--- src/rtl/cfgs_pkg.sv ---
package cfgs_pkg;
  localparam int CFGS_ADDR_W   = 8;
  localparam int CFGS_DATA_W   = 16;
  localparam int CFGS_WORD_W   = CFGS_ADDR_W + CFGS_DATA_W;
  localparam int CFGS_SRST_BIT = 0;

  // Power-on value of register k: upper byte counts up from C0, lower byte fixed.
  function automatic logic [CFGS_DATA_W-1:0] cfgs_default(input int k);
    return {8'hC0 + 8'(k), 8'h3A};
  endfunction
endpackage

--- src/rtl/cfgs_sync.sv ---
module cfgs_sync #(
  parameter int             WIDTH   = 1,
  parameter int             STAGES  = 2,
  parameter logic [WIDTH-1:0] RST_VAL = '0
) (
  input  logic             clk,
  input  logic             rst,
  input  logic [WIDTH-1:0] async_i,
  output logic [WIDTH-1:0] sync_o
);
  logic [WIDTH-1:0] stage_q [STAGES];

  genvar s;
  generate
    for (s = 0; s < STAGES; s++) begin : g_stage
      always_ff @(posedge clk) begin
        if (rst) stage_q[s] <= RST_VAL;
        else if (s == 0) stage_q[s] <= async_i;
        else stage_q[s] <= stage_q[(s == 0) ? 0 : s-1];
      end
    end
  endgenerate

  assign sync_o = stage_q[STAGES-1];
endmodule

--- src/rtl/cfgs_rise.sv ---
module cfgs_rise (
  input  logic clk,
  input  logic rst,
  input  logic lvl_i,
  output logic rise_o
);
  logic prev_q;

  always_ff @(posedge clk) begin
    if (rst) prev_q <= 1'b0;
    else     prev_q <= lvl_i;
  end

  assign rise_o = lvl_i & ~prev_q;
endmodule

--- src/rtl/cfgs_shift.sv ---
module cfgs_shift
  import cfgs_pkg::*;
(
  input  logic                   clk,
  input  logic                   rst,
  input  logic                   sel_n_s,
  input  logic                   sck_rise,
  input  logic                   sdi_s,
  output logic                   wr_en_o,
  output logic [CFGS_ADDR_W-1:0] wr_addr_o,
  output logic [CFGS_DATA_W-1:0] wr_data_o
);
  localparam int WORD_W = CFGS_WORD_W;
  localparam int CNT_W  = $clog2(WORD_W);
  localparam logic [CNT_W-1:0] LAST = CNT_W'(WORD_W - 1);

  logic [WORD_W-2:0] sr_q;
  logic [CNT_W-1:0]  cnt_q;
  logic              take, at_last;

  assign take    = ~sel_n_s & sck_rise;
  assign at_last = (cnt_q == LAST);

  always_ff @(posedge clk) begin
    if (rst) begin
      sr_q      <= '0;
      cnt_q     <= '0;
      wr_en_o   <= 1'b0;
      wr_addr_o <= '0;
      wr_data_o <= '0;
    end else begin
      wr_en_o <= 1'b0;
      if (sel_n_s) begin
        cnt_q <= '0;
      end else if (sck_rise) begin
        sr_q <= {sr_q[WORD_W-3:0], sdi_s};
        if (at_last) begin
          cnt_q                  <= '0;
          wr_en_o                <= 1'b1;
          {wr_addr_o, wr_data_o} <= {sr_q, sdi_s};
        end else begin
          cnt_q <= cnt_q + CNT_W'(1);
        end
      end
    end
  end

  AST_CNT_RANGE: assert property (@(posedge clk) disable iff (rst) cnt_q <= LAST);
  AST_IDLE_CLEARS: assert property (@(posedge clk) disable iff (rst) sel_n_s |=> (cnt_q == '0));
  AST_COMMIT_ON_24TH: assert property (@(posedge clk) disable iff (rst) wr_en_o |-> $past(take && at_last));
  AST_NO_SHIFT_IDLE: assert property (@(posedge clk) disable iff (rst) (sel_n_s && !$past(wr_en_o)) |=> !wr_en_o);
endmodule

--- src/rtl/cfgs_regfile.sv ---
module cfgs_regfile
  import cfgs_pkg::*;
#(
  parameter int                     NUM_REGS  = 8,
  parameter logic [CFGS_ADDR_W-1:0] BASE_ADDR = 8'h10,
  parameter logic [CFGS_ADDR_W-1:0] CTRL_ADDR = 8'h00
) (
  input  logic                            clk,
  input  logic                            rst,
  input  logic                            wr_en,
  input  logic [CFGS_ADDR_W-1:0]          wr_addr,
  input  logic [CFGS_DATA_W-1:0]          wr_data,
  output logic [NUM_REGS*CFGS_DATA_W-1:0] regs_o,
  output logic                            srst_o
);
  localparam int DW = CFGS_DATA_W;
  localparam logic [CFGS_ADDR_W-1:0] LAST_ADDR = CFGS_ADDR_W'(BASE_ADDR + NUM_REGS - 1);

  logic [DW-1:0]          regs_q [NUM_REGS];
  logic [NUM_REGS*DW-1:0] dflt_flat;
  logic                   hit_ctrl, hit_reg;

  assign hit_ctrl = wr_en && (wr_addr == CTRL_ADDR) && wr_data[CFGS_SRST_BIT];
  assign hit_reg  = wr_en && (wr_addr >= BASE_ADDR) && (wr_addr <= LAST_ADDR);

  genvar k;
  generate
    for (k = 0; k < NUM_REGS; k++) begin : g_reg
      localparam logic [CFGS_ADDR_W-1:0] MY_ADDR = CFGS_ADDR_W'(BASE_ADDR + k);
      always_ff @(posedge clk) begin
        if (rst || hit_ctrl)                regs_q[k] <= cfgs_default(k);
        else if (wr_en && wr_addr == MY_ADDR) regs_q[k] <= wr_data;
      end
      assign regs_o[k*DW +: DW]    = regs_q[k];
      assign dflt_flat[k*DW +: DW] = cfgs_default(k);
    end
  endgenerate

  always_ff @(posedge clk) begin
    if (rst) srst_o <= 1'b0;
    else     srst_o <= hit_ctrl;
  end

  AST_SRST_RESTORES: assert property (@(posedge clk) disable iff (rst) srst_o |-> (regs_o == dflt_flat));
  AST_SRST_ONE_CYCLE: assert property (@(posedge clk) disable iff (rst) srst_o |=> !srst_o);
  AST_MISS_STABLE: assert property (@(posedge clk) disable iff (rst) (wr_en && !hit_reg && !hit_ctrl) |=> $stable(regs_o));
endmodule

--- src/rtl/cfg_serial_regs.sv ---
module cfg_serial_regs
  import cfgs_pkg::*;
#(
  parameter int                     NUM_REGS    = 8,
  parameter logic [CFGS_ADDR_W-1:0] BASE_ADDR   = 8'h10,
  parameter int                     SYNC_STAGES = 2
) (
  input  logic                            clk,
  input  logic                            rst,
  input  logic                            hw_rst_n,
  input  logic                            sel_n,
  input  logic                            sck,
  input  logic                            sdi,
  output logic [NUM_REGS*CFGS_DATA_W-1:0] cfg_regs_o,
  output logic                            srst_o
);
  logic [3:0] pins_s;
  logic       hw_rst_n_s, sel_n_s, sck_s, sdi_s;
  logic       sck_rise, core_rst;
  logic                   wr_en;
  logic [CFGS_ADDR_W-1:0] wr_addr;
  logic [CFGS_DATA_W-1:0] wr_data;

  // All serial pins share one synchronizer so data stays aligned with its clock.
  cfgs_sync #(.WIDTH(4), .STAGES(SYNC_STAGES), .RST_VAL(4'b1100)) u_sync (
    .clk    (clk),
    .rst    (rst),
    .async_i({hw_rst_n, sel_n, sck, sdi}),
    .sync_o (pins_s)
  );
  assign {hw_rst_n_s, sel_n_s, sck_s, sdi_s} = pins_s;
  assign core_rst = rst | ~hw_rst_n_s;

  cfgs_rise u_rise (
    .clk   (clk),
    .rst   (core_rst),
    .lvl_i (sck_s),
    .rise_o(sck_rise)
  );

  cfgs_shift u_shift (
    .clk      (clk),
    .rst      (core_rst),
    .sel_n_s  (sel_n_s),
    .sck_rise (sck_rise),
    .sdi_s    (sdi_s),
    .wr_en_o  (wr_en),
    .wr_addr_o(wr_addr),
    .wr_data_o(wr_data)
  );

  cfgs_regfile #(.NUM_REGS(NUM_REGS), .BASE_ADDR(BASE_ADDR), .CTRL_ADDR(8'h00)) u_regs (
    .clk    (clk),
    .rst    (core_rst),
    .wr_en  (wr_en),
    .wr_addr(wr_addr),
    .wr_data(wr_data),
    .regs_o (cfg_regs_o),
    .srst_o (srst_o)
  );
endmodule

--- config.mk ---
export PLATFORM = sky130hd
export DESIGN_NAME = cfg_serial_regs
export DESIGN_NICKNAME = d
export VERILOG_FILES = /design/src/rtl/cfgs_pkg.sv /design/src/rtl/cfgs_sync.sv /design/src/rtl/cfgs_rise.sv /design/src/rtl/cfgs_shift.sv /design/src/rtl/cfgs_regfile.sv /design/src/rtl/cfg_serial_regs.sv
export SDC_FILE = /design/constraint.sdc
export NUM_CORES = 1
export LEC_CHECK = 0
export BUFFER_PORTS_ARGS = -buffer_cell sky130_fd_sc_hd__buf_4
export CORE_MARGIN = 4
export CORE_UTILIZATION = 55
export CTS_CLUSTER_DIAMETER = 150
export DETAILED_ROUTE_END_ITERATION = 8
export PLACE_DENSITY = 0.79
export SLEW_MARGIN = 10
export SYNTH_ARGS = -nofsm -noshare
export SYNTH_HDL_FRONTEND = slang
export SYNTH_SLANG_ARGS = --single-unit
--- constraint.sdc ---
create_clock -name clk -period 3.58 [get_ports clk]
set_input_delay 0.716 -clock clk [delete_from_list [all_inputs] [get_ports clk]]
set_output_delay 0.716 -clock clk [all_outputs]
set_load 0.01 [all_outputs]
# After elaboration in Yosys (flattened, before gate mapping)
# Memories as Yosys holds them, arrays and structs flattened.
# Cells that the tools add are included.
dict set report word_totals {
  out_inout_bits 129
  in_bits 6
  memories 2
  mem_bits_rw 136
  wordCells 92
  regBits 55
  rom_bits 0
  latchBits 0
}
dict set report classes {
  muxes 41
  mul 0
  n_lt_le_gt_ge 0
  n_reduce_logical 16
  eq_ne 9
  div_mod_pow 0
  n_addsub 1
  shifts 0
  bitwise 16
}
# name depth width rd rd_ports_with_merged_regs write_ports line
set memory_table {}
lappend memory_table {u_regs.regs_q 8 16 8 0 8 cfgs_regfile.sv:19} ;# logic [DW-1:0] regs_q [NUM_REGS];
lappend memory_table {u_sync.stage_q 2 4 2 0 2 cfgs_sync.sv:11} ;# logic [WIDTH-1:0] stage_q [STAGES];
# operator count
set ops {}
lappend ops {{$mux 16} 8}
lappend ops {{$eq 8x5->1 const B} 8}
lappend ops {{$mux 1} 30}
lappend ops {{$or 1x1->1} 11}
lappend ops {{$logic_and 1x1->1} 10}
lappend ops {{$logic_not 8->1} 1}
lappend ops {{$mux 4} 2}
lappend ops {{$add 5x1->5 const B} 1}
lappend ops {{$eq 5x5->1 const B} 1}
lappend ops {{$mux 5} 1}
lappend ops {{$not 1->1} 4}
lappend ops {{$reduce_and 3->1} 1}
lappend ops {{$reduce_or 3->1} 1}
lappend ops {{$reduce_and 2->1} 1}
lappend ops {{$reduce_or 2->1} 1}
lappend ops {{$and 1x1->1} 1}
lappend ops {{$logic_or 1x1->1} 1}

# Depth between registers and ports, before layout
dict set report logic_depth {
  ltp_word 7
  depth_mapped 6
  depth_no_buf 4
}

# Modules after synthesis
# From an unflattened synthesis, not the netlist that was laid out.
dict set report unflattened {
  cells_unflattened 586
  hier_area_um2 7523.5
}
# mod cells_each area_each_um2 instances seq_area_each_um2
set by_module_without_submodules {}
lappend by_module_without_submodules {cfgs_regfile 333 5072.4 1 3863.7}
lappend by_module_without_submodules {cfgs_shift 233 2187.1 1 1061.0}
lappend by_module_without_submodules {cfgs_sync 16 210.2 1 160.2}
lappend by_module_without_submodules {cfgs_rise 3 47.5 1 20.0}
lappend by_module_without_submodules {cfg_serial_regs 1 6.3 1 0.0}

# Worst setup path before layout
# No wires, ideal clock.
dict set report synth_timing {
  path_kind {input port to flip-flop}
  startpoint {input rst}
  endpoint {memory u_regs.regs_q[3][16] in the netlist's numbering, enable pin}
  cell_stages 5
  required_time_ns 3.186
  setup_slack_ns 0.922
  t_arrival_ns 2.264
  setup_ns 0.394
  n_path_buf 2
  path_cell_list {nand2b_1 > clkbuf_1 > buf_1 > a31oi_1 > a21oi_1}
}
# element line
set synth_lines {}
lappend synth_lines {{start, declared} cfg_serial_regs.sv:9} ;# input logic rst,
lappend synth_lines {{end, declared} cfgs_regfile.sv:19}

==> key figures <==
Clock tree
  • CTS tree: yes
  • CTS buffer count: 17
  • CTS Hold Bufs: 0
  • Setup bufs post-CTS: 0
  • Clk sinks: 191
  • H-Tree Depth: 4
  • Post-CTS sizing: 0
  • Clock root buffer: clkbuf_16
  • Clock transition at the registers of the reported paths: 0.06 ns
  • Clock latency on the worst-skew pair: about 0.44 ns
  • Clock Path Buffers: 2

Placed design
  • Buffers on Ports: 134
  • GP Congestion: 0.845
  • Post-DP HPWL: ~12 mm

Timing
  • Final Cycle Share: 67.4%
  • Final Hold Viols: 0
  • Pins Over Slew Limit: 0
  • Worst slew pin tran: 1.00 ns
  • Final setup viols: 0
  • Hold WS: between 0.4 and 0.5 ns
  • Setup TNS Final: 0 ns
  • Headroom to the max-slew limit: 33.2%
  • Fmax: ~0.41 GHz
  • Skew final: 0.00649 ns
  • Min Clock Period, post-route: between 2 and 2.5 ns
  • RSZ-0062 raised after global routing: false

Pwr
  • P_sw: 886 uW
  • Pint: 3.58 mW
  • Share of power burned in registers: 53.9%
  • Pwr/cell area: 495 nW/um^2
  • Clock power frac: 42.4%
  • Logic pwr share: 3.7%
  • Static leakage power: 2.92 nW
  • Max VDD drop: roughly 0.27 mV
  • Switching part of the total: 19.9%

Critical path
  • CP Launch Point: u_shift.wr_addr_o[0]
  • R2r startpoint: u_shift.wr_addr_o[0]
  • CP arrival: 2.59 ns
  • Maximum fanout along the worst path: 16
  • Required @ worst endpoint: 3.76 ns
  • RR Endpoint: u_regs.regs_q[2][4]
  • Nature of the critical path endpoint: flop
  • R2r worst-path depth: 3
  • Setup crit start kind: flop
  • Setup CP Type: reg -> reg
  • R2r setup slk: 1.17 ns

Detailed routing
  • Pre-antenna DRT Iters: 7
  • Routed wire length: between 15 and 20 mm
  • Remaining DRCs: 0
  • Routed Antenna Nets: 0
  • Vias: 5195
  • WL/cell: 18.4 um
  • Initial detailed-routing violation count: 626
  • Vias per inst: 5.65

Global route
  • Total congestion overflow: 0
  • Busiest grt layer: met2
  • Vias in the first global route: 4844
  • Initial antenna violation count: 0
  • Largest net degree at the start of global routing: 49
  • Global-route wire length before repair: 25.9 mm
  • Global-route usage over all layers: 22.9%
  • GR Layer Usage met1: 30.1%
  • Global Route met3 Usage: 4.30%
  • Grt met2 use: 37.1%

Cells and area
  • Nets@finish: 742
  • Commonest non-fill, non-tap cell in the layout: buf_4
  • Area growth, synth to finish: 24.1%
  • Layout cells sized above 1: 25.7%
  • Number of fill cells in the layout: 865
  • # diodes: 0
  • Most frequent cells in the layout: buf_4 (150), edfxtp_1 (128), nand2_1 (72)
  • Final Util: a little over two thirds

Synth
  • Main synth FF type: edfxtp_1
  • #FFs+latches synth: 191
  • Syn Area/Cell: 11.9 um^2
  • Synth area leaders: edfxtp_1 (53%), dfxtp_1 (17%), nand3_1 (3.9%), a21oi_1 (3.9%), nand2_1 (3.7%)
  • Post-synth top area cell: edfxtp_1
  • Synth Cell Area: roughly 7300 um^2
  • Synth Net Count: 619
  • Fraction of registers with async set/reset: 0%
  • Yosys cell types: 37
  • Sequential area share after synthesis: 70.3%
  • EDFF count, synth: 128
  • Top-area cell type share of the netlist area: a little over half
  • Syn Inst Count: around 610
  • Synthesis warning total: 0

Hold path
  • Hold path endpoint: u_sync.stage_q[1][3]
  • Worst hold path startpoint: u_sync.stage_q[0][3]
  • Hold WC Path Type: reg -> reg
  • Hold Crit Depth: 1

Run status
  • Status: finished clean

Floorplanning
  • Site Rows: 41
  • Die area: 15100 um^2
  • Die Y: approximately 120 um
  • Core Box Area: 12800 um^2
  • I/O Pins: 135
  • Die width: between 100 and 150 um
  • Initial Utilization: a little under three fifths

Run
  • Total of max-cap violations: 0
## worst max-delay path, cell delays in order (launching register included)
cell     delay (ns)
dfxtp_1        0.44
nor4b_2        0.69
nand3_1        0.54
or3_1          0.48
## layout make-up
class / count / area [um^2] / area share (%)
clock buffers: 22 / 495 / 5.50
clock inverters: 10 / 108 / 1.19
inverters: 1 / 3.75 / 0.0416
multi-input cells: 374 / 1960 / 21.8
flip-flops and latches: 191 / 5100 / 56.6
well taps: 172 / 215 / 2.39
repair buffers: 150 / 1130 / 12.5
## state kept, by name, summed over array words and instances, names as in the netlist
register,flops
u_shift.wr_data_o,16
u_regs.regs_q,128
u_rise.prev_q,1
u_shift.sr_q,23
u_sync.stage_q,8
u_shift.wr_addr_o,8
u_shift.wr_en_o,1
u_regs.srst_o,1
u_shift.cnt_q,5
## layer usage
| metal | wire, um | vias up |
|---|---|---|
| met5 | 0 | - |
| met2 | 8490 | 245 |
| met3 | 1330 | 34 |
| li1 | - | 2447 |
| met4 | 453 | 0 |
| met1 | 6690 | 2469 |
## metrics by stage
| step | worst slack [ns] | std cells | area [um^2] | power, mW |
|---|---|---|---|---|
| floorplan | 0.922 | 612 | 7260 | 2.52 |
| global placement | 0.945 | 888 | 8410 | 2.61 |
| detailed placement | 0.835 | 888 | 8410 | 2.62 |
| CTS | 1.22 | 920 | 9010 | 4.47 |
| global route | 0.976 | 920 | 9010 | 4.59 |
| finish | 1.17 | 920 | 9010 | 4.46 |
## synthesized netlist by cell type, drive strengths merged, types with 15 or more instances
library cell / instances
clkbuf: 34
dfxtp: 63
nand2: 72
nor2b: 15
nor3: 38
nand3: 57
nor2: 27
edfxtp: 128
or3: 26
a21oi: 56
o21ai: 33
## cells by family after synthesis
group / synth area share (%)
compound gates: 6.39
mux: 0.138
flops: 70.3
fa+ha+maj: 0.172
xor+xnor: 0.121
buf+inv: 2.93
simple gates: 20.0
## worst max-delay path by stage
stage,to
2_1_floorplan,u_regs.regs_q[3][16]
3_3_place_gp,u_regs.regs_q[2][15]
3_5_place_dp,u_regs.regs_q[2][14]
4_1_cts,u_regs.regs_q[2][4]
5_1_grt,u_regs.regs_q[2][1]
6_report,u_regs.regs_q[2][4]
## power groups by stage
stage / combinational [mW] / sequential, mW / clock [mW]
after global placement: 0.160 / 2.45 / 0
after detailed placement: 0.166 / 2.45 / 0
after CTS: 0.167 / 2.40 / 1.90
after floorplan: 0.0539 / 2.47 / 0
after global routing: 0.176 / 2.41 / 2.00
final: 0.165 / 2.40 / 1.89
Power figures use the tool's default switching activity.
